### config.mk
export PLATFORM = sky130hd
export DESIGN_NAME = ctlsp_regfile
export DESIGN_NICKNAME = d
export VERILOG_FILES = /design/src/rtl/ctlsp_pkg.sv /design/src/rtl/ctlsp_decode.sv /design/src/rtl/ctlsp_enable_reg.sv /design/src/rtl/ctlsp_sysregs.sv /design/src/rtl/ctlsp_regfile.sv
export SDC_FILE = /design/constraint.sdc
export NUM_CORES = 1
export LEC_CHECK = 0
export BUFFER_PORTS_ARGS = -buffer_cell sky130_fd_sc_hd__clkbuf_2
export CELL_PAD_IN_SITES_DETAIL_PLACEMENT = 1
export CELL_PAD_IN_SITES_GLOBAL_PLACEMENT = 2
export CORE_ASPECT_RATIO = 1.4
export CORE_MARGIN = 5
export CORE_UTILIZATION = 22
export CTS_CLUSTER_DIAMETER = 60
export DETAILED_ROUTE_END_ITERATION = 16
export PLACE_DENSITY_LB_ADDON = 0.2
export SKIP_LAST_GASP = 1
export SYNTH_ARGS = -nofsm -noshare
export SYNTH_HDL_FRONTEND = slang
export SYNTH_SLANG_ARGS = --single-unit
### constraint.sdc
create_clock -name clk -period 1.55 [get_ports clk]
set_input_delay 0.0775 -clock clk [delete_from_list [all_inputs] [get_ports clk]]
set_output_delay 0.0775 -clock clk [all_outputs]
set_load 0.02 [all_outputs]
### src/rtl/ctlsp_pkg.sv
// Package: shared select codes, pass-through kinds and enable bit positions
// for the control-space register file. Assumes a 4-bit register select.
package ctlsp_pkg;
    localparam int SEL_W = 4;

    typedef enum logic [3:0] {
        SEL_NONE   = 4'd0,
        SEL_IDPROM = 4'd1,
        SEL_PGMAP  = 4'd2,
        SEL_SEGMAP = 4'd3,
        SEL_CTX    = 4'd4,
        SEL_ENABLE = 4'd5,
        SEL_UDVMA  = 4'd6,
        SEL_BUSERR = 4'd7,
        SEL_DIAG   = 4'd8,
        SEL_CTAGS  = 4'd9,
        SEL_CDATA  = 4'd10,
        SEL_CFLUSH = 4'd11,
        SEL_COPY   = 4'd12
    } ctl_sel_e;

    typedef enum logic [1:0] {
        PT_IDPROM = 2'd0,
        PT_PGMAP  = 2'd1,
        PT_SEGMAP = 2'd2
    } pt_kind_e;

    // Enable register bit positions (neighbours decode these)
    localparam int EN_DIAG    = 0;
    localparam int EN_FPU     = 1;
    localparam int EN_SDVMA   = 2;
    localparam int EN_CACHE   = 3;
    localparam int EN_COPY    = 4;
    localparam int EN_NOTBOOT = 7;

    typedef struct packed {
        logic hit_pt;
        logic hit_ctx;
        logic hit_en;
        logic hit_udvma;
        logic hit_berr;
        logic hit_diag;
        logic unimpl;
    } ctl_dec_t;
endpackage

### src/rtl/ctlsp_decode.sv
// Address decoder: splits an access address into a register select,
// one-hot-style hit flags and the pass-through address. The ID PROM
// window keeps the whole address; every other target keeps only the offset.
// Assumes ADDR_W > SEL_W.
module ctlsp_decode
    import ctlsp_pkg::*;
#(
    parameter int ADDR_W = 32
) (
    input  logic [ADDR_W-1:0] addr,
    output ctl_sel_e          sel,
    output ctl_dec_t          dec,
    output pt_kind_e          kind,
    output logic [ADDR_W-1:0] pt_addr
);
    localparam int OFF_W = ADDR_W - SEL_W;

    logic [OFF_W-1:0] offset;

    // Pick the select field and the offset field
    always_comb begin
        sel    = ctl_sel_e'(addr[ADDR_W-1 -: SEL_W]);
        offset = addr[OFF_W-1:0];
    end

    // Classify the select into hit flags and pass-through kind
    always_comb begin
        dec  = '0;
        kind = PT_IDPROM;
        unique case (sel)
            SEL_IDPROM: begin dec.hit_pt = 1'b1; kind = PT_IDPROM; end
            SEL_PGMAP:  begin dec.hit_pt = 1'b1; kind = PT_PGMAP;  end
            SEL_SEGMAP: begin dec.hit_pt = 1'b1; kind = PT_SEGMAP; end
            SEL_CTX:    dec.hit_ctx   = 1'b1;
            SEL_ENABLE: dec.hit_en    = 1'b1;
            SEL_UDVMA:  dec.hit_udvma = 1'b1;
            SEL_BUSERR: dec.hit_berr  = 1'b1;
            SEL_DIAG:   dec.hit_diag  = 1'b1;
            default:    dec.unimpl    = 1'b1;
        endcase
    end

    // Mask the address except for the ID PROM window
    always_comb begin
        if (sel == SEL_IDPROM) pt_addr = addr;
        else                   pt_addr = {{SEL_W{1'b0}}, offset};
    end
endmodule

### src/rtl/ctlsp_enable_reg.sv
// System enable register. The diagnostic bit is write-protected, so it
// holds its reset value. Each write compares old and new
// values and raises registered change strobes. It also reports a boot-state
// flip and an illegal cache/copy setting combinationally for the parent.
module ctlsp_enable_reg
    import ctlsp_pkg::*;
#(
    parameter int REG_W = 8
) (
    input  logic             clk,
    input  logic             rst_n,
    input  logic             wr,
    input  logic [REG_W-1:0] wdata,
    output logic [REG_W-1:0] en_q,
    output logic             boot_flip,
    output logic             illegal,
    output logic             fpu_chg,
    output logic             fpu_val,
    output logic             dvma_chg
);
    logic [REG_W-1:0] en_next;
    logic [REG_W-1:0] flip;

    // Merge written data with the protected diagnostic bit
    always_comb begin
        en_next          = wdata;
        en_next[EN_DIAG] = en_q[EN_DIAG];
        flip             = wr ? (en_q ^ en_next) : '0;
        boot_flip        = flip[EN_NOTBOOT];
        illegal          = wr & (wdata[EN_CACHE] | wdata[EN_COPY]);
    end

    // Hold the enable byte
    always_ff @(posedge clk) begin
        if (!rst_n)  en_q <= '0;
        else if (wr) en_q <= en_next;
    end

    // Register the change strobes
    always_ff @(posedge clk) begin
        if (!rst_n) begin
            fpu_chg  <= 1'b0;
            fpu_val  <= 1'b0;
            dvma_chg <= 1'b0;
        end else begin
            fpu_chg  <= flip[EN_FPU];
            fpu_val  <= en_next[EN_FPU];
            dvma_chg <= flip[EN_SDVMA];
        end
    end
endmodule

### src/rtl/ctlsp_sysregs.sv
// Plain system bytes: context, user DVMA, diagnostic and bus error status.
// The bus error byte clears after any access and ORs in captured codes. A
// capture in the same cycle as a clear wins. Write qualification is done by
// the parent.
module ctlsp_sysregs #(
    parameter int REG_W = 8
) (
    input  logic             clk,
    input  logic             rst_n,
    input  logic [REG_W-1:0] wdata,
    input  logic             ctx_wr,
    input  logic             udvma_wr,
    input  logic             diag_wr,
    input  logic             berr_acc,
    input  logic             berr_capture,
    input  logic [REG_W-1:0] berr_code,
    output logic [REG_W-1:0] ctx_q,
    output logic [REG_W-1:0] udvma_q,
    output logic [REG_W-1:0] diag_q,
    output logic [REG_W-1:0] berr_q
);
    logic [REG_W-1:0] berr_next;

    // Next bus error value: clear on access, then OR in a capture
    always_comb begin
        berr_next = (berr_acc ? '0 : berr_q) | (berr_capture ? berr_code : '0);
    end

    // Hold the four bytes
    always_ff @(posedge clk) begin
        if (!rst_n) begin
            ctx_q   <= '0;
            udvma_q <= '0;
            diag_q  <= '0;
            berr_q  <= '0;
        end else begin
            if (ctx_wr)   ctx_q   <= wdata;
            if (udvma_wr) udvma_q <= wdata;
            if (diag_wr)  diag_q  <= wdata;
            berr_q <= berr_next;
        end
    end
endmodule

### src/rtl/ctlsp_regfile.sv
// Top of the control-space register file. Decodes each single-cycle access,
// updates the register bytes and forwards map/PROM accesses through the
// combinational pass-through port. Returns a registered response with
// the pre-access contents one cycle later. Assumes at most one access per
// cycle and that pt_rdata is valid in the same cycle as pt_valid.
module ctlsp_regfile
    import ctlsp_pkg::*;
#(
    parameter int ADDR_W   = 32,
    parameter int DATA_W   = 32,
    parameter int NUM_PMEG = 128
) (
    input  logic              clk,
    input  logic              rst_n,
    input  logic              cyc_valid,
    input  logic              cyc_write,
    input  logic [ADDR_W-1:0] cyc_addr,
    input  logic [DATA_W-1:0] cyc_wdata,
    output logic              rsp_valid,
    output logic [DATA_W-1:0] rsp_rdata,
    output logic              rsp_err,
    output logic              pt_valid,
    output logic              pt_write,
    output logic [1:0]        pt_kind,
    output logic [ADDR_W-1:0] pt_addr,
    output logic [DATA_W-1:0] pt_wdata,
    input  logic [DATA_W-1:0] pt_rdata,
    input  logic              berr_capture,
    input  logic [7:0]        berr_code,
    output logic [7:0]        ctx_out,
    output logic [7:0]        enable_out,
    output logic [7:0]        udvma_out,
    output logic [7:0]        diag_out,
    output logic              ctx_upd,
    output logic              fpu_chg,
    output logic              fpu_chg_val,
    output logic              dvma_chg
);
    localparam int REG_W = 8;

    ctl_sel_e          sel;
    ctl_dec_t          dec;
    pt_kind_e          kind;
    logic [REG_W-1:0]  wbyte;
    logic              wr;
    logic              en_wr, ctx_wr, udvma_wr, udvma_bad, diag_wr, berr_acc;
    logic              boot_flip, en_illegal;
    logic [REG_W-1:0]  en_q, ctx_q, udvma_q, diag_q, berr_q;
    logic [DATA_W-1:0] seg_val;
    logic [DATA_W-1:0] rd_next;
    logic              err_next;

    ctlsp_decode #(.ADDR_W(ADDR_W)) u_decode (
        .addr    (cyc_addr),
        .sel     (sel),
        .dec     (dec),
        .kind    (kind),
        .pt_addr (pt_addr)
    );

    // Qualify write enables per register
    always_comb begin
        wbyte     = cyc_wdata[REG_W-1:0];
        wr        = cyc_valid & cyc_write;
        en_wr     = wr & dec.hit_en;
        ctx_wr    = wr & dec.hit_ctx;
        diag_wr   = wr & dec.hit_diag;
        udvma_wr  = wr & dec.hit_udvma & ~en_q[EN_NOTBOOT];
        udvma_bad = wr & dec.hit_udvma &  en_q[EN_NOTBOOT];
        berr_acc  = cyc_valid & dec.hit_berr;
    end

    ctlsp_enable_reg #(.REG_W(REG_W)) u_enable (
        .clk       (clk),
        .rst_n     (rst_n),
        .wr        (en_wr),
        .wdata     (wbyte),
        .en_q      (en_q),
        .boot_flip (boot_flip),
        .illegal   (en_illegal),
        .fpu_chg   (fpu_chg),
        .fpu_val   (fpu_chg_val),
        .dvma_chg  (dvma_chg)
    );

    ctlsp_sysregs #(.REG_W(REG_W)) u_sysregs (
        .clk          (clk),
        .rst_n        (rst_n),
        .wdata        (wbyte),
        .ctx_wr       (ctx_wr),
        .udvma_wr     (udvma_wr),
        .diag_wr      (diag_wr),
        .berr_acc     (berr_acc),
        .berr_capture (berr_capture),
        .berr_code    (berr_code),
        .ctx_q        (ctx_q),
        .udvma_q      (udvma_q),
        .diag_q       (diag_q),
        .berr_q       (berr_q)
    );

    // Drive the pass-through request; segment entries are reduced modulo NUM_PMEG
    always_comb begin
        seg_val  = DATA_W'(32'(wbyte) % 32'(NUM_PMEG));
        pt_valid = cyc_valid & dec.hit_pt;
        pt_write = cyc_write;
        pt_kind  = kind;
        pt_wdata = (kind == PT_SEGMAP) ? seg_val : cyc_wdata;
    end

    // Select the response data and error for this access
    always_comb begin
        rd_next = '0;
        if (dec.hit_pt)         rd_next = pt_rdata;
        else if (dec.hit_ctx)   rd_next = DATA_W'(ctx_q);
        else if (dec.hit_en)    rd_next = DATA_W'(en_q);
        else if (dec.hit_udvma) rd_next = DATA_W'(udvma_q);
        else if (dec.hit_berr)  rd_next = DATA_W'(berr_q);
        else if (dec.hit_diag)  rd_next = DATA_W'(diag_q);
        err_next = cyc_valid & (dec.unimpl | udvma_bad | en_illegal);
    end

    // Register the response and the context update strobe
    always_ff @(posedge clk) begin
        if (!rst_n) begin
            rsp_valid <= 1'b0;
            rsp_rdata <= '0;
            rsp_err   <= 1'b0;
            ctx_upd   <= 1'b0;
        end else begin
            rsp_valid <= cyc_valid;
            rsp_rdata <= cyc_valid ? rd_next : '0;
            rsp_err   <= err_next;
            ctx_upd   <= ctx_wr | boot_flip;
        end
    end

    // Present the register bytes
    always_comb begin
        ctx_out    = ctx_q;
        enable_out = en_q;
        udvma_out  = udvma_q;
        diag_out   = diag_q;
    end
endmodule

==> flow_summary.toml, run 1 <==
[clock_network]
cts_max_path_buffers = 2
clkTransAtPathRegs_ns = 0.06
cts_root_buf = "clkbuf_16"
cts_setup_buffers = 0
clock_latency_ns = 0.33
cts_buffers = 9
cts_sinks = 77
ctsHtreeMaxLevel = 3
cts_resized = 0
cts_tree = "built"

[critical_path]
cp-start-kind = "flop"
cp.required_ns = 1.77
worstPathArrival_ns = 1.56
path_max_fanout = 8
critPathCaptureType = "flop"
worstSetupPathType = "flop to flop"

[power]
p_leak_nw = 2.394
pwr_density_cell_nw_per_um2 = 954.7
vdd.ir_drop.worst_v = 0.0003974

[outcome]
status = "completed"

[global_routing]
grt_pass1_wl_um = 19350
grt.overflow.total = 0
grt_pass1_vias = 3424
antenna_found_initial = 0
grt_max_degree = 43
grt.total_usage_pct = 13.43

[final_layout]
layout.nets = 670
drive_gt1_share_pct = 42.20
layout.area.seq_sq_um = 1541
multiInputGateArea_sq_um = 1584
fillers = 1906
final_common_cell = "clkbuf_2"
final_cell_mix = "clkbuf_2 (186), dfxtp_1 (77), nor2b_1 (71)"
num_antenna_cells = 0
fin_util_pct = 32.28
syn2layout_area_growth_pct = 45.65

[routing]
wl_um = 12880
antenna_left = 0
drc = 0
num_vias = 3173
vias_per_cell = 4.159
drt_iter0_drc = 148
drt-pass1-iter-count = 3
wl_per_cell_um = 16.88

[floorplanning]
start_util_pct = 22.16
die_y_um = 160.1
num_rows = 55
core_sq_um = 15970
ioPinCount = 247
die_area_sq_um = 18760
die_w_um = 117.2

[sta]
fin_crit_ns = 1.340
hold_viol = 0
rsz0062_at_grt = "no"
skew_ns = 0.007667
finalSetupViolCount = 0
min_period_over_period_pct = 86.42
fmax_mhz = 746.5
finalSetupTns_ns = 0
final_max_slew_viol_count = 0

[place]
hpwl_um = 10160
io_buffer_count = 186
gp_congestion = 0.7798

[synth]
synth-seq-area-share_pct = 43.56
synth_cells = 367
netlist_area_sq_um = 3538
ys_warn_count = 0
avgSynthCellArea_sq_um = 9.641
synth-seq-cells = 77
synth_cell_types = 40

[job]
max_cap_viol_count = 0

[worst_hold_path]
hold_path_class = "primary input to flop"
[registers in the layout (all words and copies together) (netlist names)]
name,cells
u_sysregs.berr_q,8
u_enable.fpu_chg,1
u_enable.dvma_chg,1
u_sysregs.udvma_q,8
rsp_rdata,32
ctx_upd,1
u_enable.fpu_val,1
u_sysregs.ctx_q,8
u_enable.en_q,7
u_sysregs.diag_q,8
rsp_err,1
rsp_valid,1
[cells in the mapped netlist]
cell	number	area share [%]
a211oi_1	5	1.1
a21oi_1	9	1.3
a22o_1	6	1.5
a22oi_1	8	1.7
a31oi_1	2	0.35
a32oi_1	2	0.50
and2_1	25	4.4
and2b_1	1	0.21
buf_2	7	0.99
buf_4	43	9.1
buf_6	3	0.95
clkbuf_1	9	0.95
clkbuf_2	1	0.14
conb_1	1	0.11
dfxtp_1	77	44
inv_1	2	0.21
mux2i_1	36	10
nand2_1	6	0.64
nand2b_1	4	0.71
nand2b_4	1	0.39
nand3_1	3	0.42
nand3b_1	1	0.21
nor2_1	9	0.95
nor2_2	2	0.35
nor2b_1	71	13
nor3_1	7	0.99
nor4_1	1	0.18
nor4_2	1	0.35
nor4b_4	1	0.67
o21ai_0	11	1.6
o21ai_1	1	0.14
o221a_2	2	0.64
o22ai_1	1	0.18
or2_1	1	0.18
or2_2	1	0.18
or2_4	1	0.25
or3_1	1	0.18
or4_4	1	0.32
xnor2_1	2	0.50
xor2_1	1	0.25
[power breakdown]
part / switching [mW] / internal, mW
clock: 0.783 / 1.43
combinational: 0.357 / 0.304
sequential: 0.0211 / 2.02
[stage by stage]
step / setup WS (ns) / std cells / hold WS, ns / instance area (sq um) / total power [mW]
global placement: 0.01941 / 719 / 0.1551 / 4541 / 2.688
floorplan: 0.1480 / 370 / 0.1992 / 3550 / 2.524
detailed placement: 0.02886 / 719 / 0.1551 / 4541 / 2.695
global route: 0.1506 / 763 / 0.04120 / 5154 / 5.143
finish: 0.2105 / 763 / 0.02230 / 5154 / 4.920
CTS: 0.2029 / 763 / 0.01253 / 5154 / 5.014
[worst max-delay path, cell delays in order (launching register included)]
cell and delay, ns:
dfxtp_1 0.32, or4_4 0.66, mux2i_1 0.19, nor2b_1 0.06
[layout make-up]
type	count	share of cell area, %
repair buffers	243	28.31
flip-flops and latches	77	29.91
multi-input cells	228	30.74
well taps	199	4.831
clock buffers	10	4.637
clock inverters	4	1.432
inverters	2	0.1457
[repair_timing]
item / CTS / global route
endpoints found under the setup margin: 0 / 0
hold buffers: 30 / 0
hold endpoints to repair: 30 / 0
[kinds of logic after synthesis]
family | after synthesis | share of synthesized area, %
simple gates | 138 | 24.15
flops | 77 | 43.56
buf+inv | 65 | 12.38
compound gates | 47 | 8.875
mux | 36 | 10.18
xor+xnor | 3 | 0.7427
other cells | 1 | 0.1060
[per-layer routing]
layer | GRT usage (%) | routed length, um
met5 | 0 | 0
met4 | 3.339 | 116
met3 | 3.184 | 914
met2 | 23.22 | 6486
met1 | 16.50 | 5361
[worst paths after layout]
check	startpoint	depth (start not counted)	to	slack (ns)
setup / recovery	u_enable.en_q[7]$_SDFFE_PN0P_	3	u_sysregs.udvma_q[6]$_SDFFE_PN0P_	0.21
hold / removal	berr_code[6]	3	u_sysregs.berr_q[6]$_SDFF_PN0_	0.02
setup reg to reg	u_enable.en_q[7]$_SDFFE_PN0P_	3	u_sysregs.udvma_q[6]$_SDFFE_PN0P_	0.21
hold reg to reg	u_sysregs.berr_q[2]$_SDFF_PN0_	2	u_sysregs.berr_q[2]$_SDFF_PN0_	0.53
No activity file was read; power rests on OpenSTA's default activity.
==> inputs of run 2 (changes only) <==
--- a/config.mk
+++ b/config.mk
@@ -10,11 +10,12 @@
 export CELL_PAD_IN_SITES_GLOBAL_PLACEMENT = 2
 export CORE_ASPECT_RATIO = 1.4
 export CORE_MARGIN = 5
-export CORE_UTILIZATION = 22
+export CORE_UTILIZATION = 23
 export CTS_CLUSTER_DIAMETER = 60
 export DETAILED_ROUTE_END_ITERATION = 16
 export PLACE_DENSITY_LB_ADDON = 0.2
 export SKIP_LAST_GASP = 1
 export SYNTH_ARGS = -nofsm -noshare
 export SYNTH_HDL_FRONTEND = slang
+export SYNTH_HIERARCHICAL = 1
 export SYNTH_SLANG_ARGS = --single-unit
==> flow_summary.toml, run 2 <==
[final_layout]
layout.nets = 668
final_common_cell = "clkbuf_2"
drive_gt1_share_pct = 42.98
largest_reg_flops = 32
final_cell_count_no_fill = 759
final_cell_mix = "clkbuf_2 (186), dfxtp_1 (77), dlygate4sd3_1 (33)"
syn2layout_area_growth_pct = 43.54
final_area_sq_um = 5243
top_register = "rsp_rdata"
multiInputGateArea_sq_um = 1637
fillers = 1838
layout.area.seq_sq_um = 1541
num_antenna_cells = 0

[critical_path]
critPathCaptureType = "primary output"
r2r-start = "u_enable/en_q[7]$_SDFFE_PN0P_"
reg2reg_depth = 4
cp.required_ns = 1.47
reg2reg_setup_slack_ns = 0.40
worstPathArrival_ns = 1.38
worstSetupPathType = "primary input to primary output"
r2r-end = "u_sysregs/udvma_q[0]$_SDFFE_PN0P_"
path_max_fanout = 25
cp-start-kind = "primary input"

[routing]
vias_per_cell = 4.435
drc = 0
drt_iter0_drc = 104
num_vias = 3366
wl_um = 14030
drt-pass1-iter-count = 4
antenna_left = 0
wl_per_cell_um = 18.48

[floorplanning]
die_w_um = 116.5
die_y_um = 159.1
num_rows = 54
ioPinCount = 247
start_util_pct = 23.40
core_sq_um = 15610
die_area_sq_um = 18540

[clock_network]
cts_resized = 0
cts_setup_buffers = 0
cts_root_buf = "clkbuf_16"
cts_tree = "built"
ctsHtreeMaxLevel = 3
postCtsHoldBufs = 33
cts_sinks = 77
cts_buffers = 9
cts_max_path_buffers = 2
clkTransAtPathRegs_ns = 0.06
clock_latency_ns = 0.33

[power]
pwr_density_cell_nw_per_um2 = 913.2
vdd.ir_drop.worst_v = 0.0004359
p_leak_nw = 2.372

[place]
dp_cells = 711
hpwl_um = 10810
dp_slack_ns = -0.08563
io_buffer_count = 186
gp_congestion = 0.7601
placed_area_sq_um = 4624

[worst_hold_path]
hp-start = "pt_rdata[2]"
min_path_cells = 2
hold_path_end = "rsp_rdata[2]$_SDFF_PP0_"
hold_path_class = "primary input to flop"

[sta]
worst_slack_ns = 0.09139
hold_viol = 0
finalSetupViolCount = 0
rsz0062_at_grt = "no"
fin_crit_ns = 1.459
whs_ns = 0.02257
slew_headroom_pct = 64.65
finalSetupTns_ns = 0
min_period_over_period_pct = 94.10
skew_ns = 0.006879
fmax_mhz = 685.6
final_max_slew_viol_count = 0
worst_pin_slew_ns = 0.5303

[global_routing]
grt.total_usage_pct = 15.19
grt.overflow.total = 0
grt_pass1_wl_um = 21290
grt_max_degree = 67
grt_pass1_vias = 3749
antenna_found_initial = 0

[synth]
ys_warn_count = 6
avgSynthCellArea_sq_um = 9.925
synth_cells = 368
netlist_area_sq_um = 3652

[job]
max_cap_viol_count = 0

[outcome]
status = "completed"
## run 2: where the power goes
group	internal [mW]	switching (mW)
logic	0.303	0.364
clock network	1.24	0.841
registers	2.02	0.0221
## run 2: how the worst max path moves through the flow
stage,startpoint,endpoint,slack [ns],cells after the start
after detailed placement,cyc_addr[29],rsp_err$_SDFF_PN0_,-0.09,7
after global routing,cyc_addr[28],pt_wdata[22],0.02,7
after global placement,cyc_addr[29],rsp_err$_SDFF_PN0_,-0.01,7
after CTS,cyc_addr[30],pt_valid,0.09,7
final,cyc_addr[30],pt_valid,0.09,7
after floorplan,cyc_addr[28],pt_wdata[11],0.04,5
## run 2: routing by layer
layer	vias to the layer above	track usage [%]	wire length (um)
met4	0	6.385	410
met3	34	3.384	816
met5	-	0	0
li1	1594	-	-
met1	1607	15.49	4968
met2	131	28.72	7835
## run 2: layout make-up
type	count	area share, %
sequential	77	29.40
tap	196	4.678
multi-input combinational	221	31.22
timing repair buffer	240	28.50
clock inverter	6	1.193
clock buffer	9	4.296
inverter	10	0.7160
## run 2: worst max-delay path, stage by stage
cell      delay (ns)
clkbuf_2        0.10
buf_4           0.15
nor3_1          0.26
buf_4           0.24
and2_1          0.19
buf_12          0.16
clkbuf_2        0.18
## run 2: through the flow
stage	total power, mW	util (%)
floorplan	2.513	-
global placement	2.687	29.63
detailed placement	2.695	29.63
CTS	4.869	33.59
global route	4.994	33.59
finish	4.787	33.59
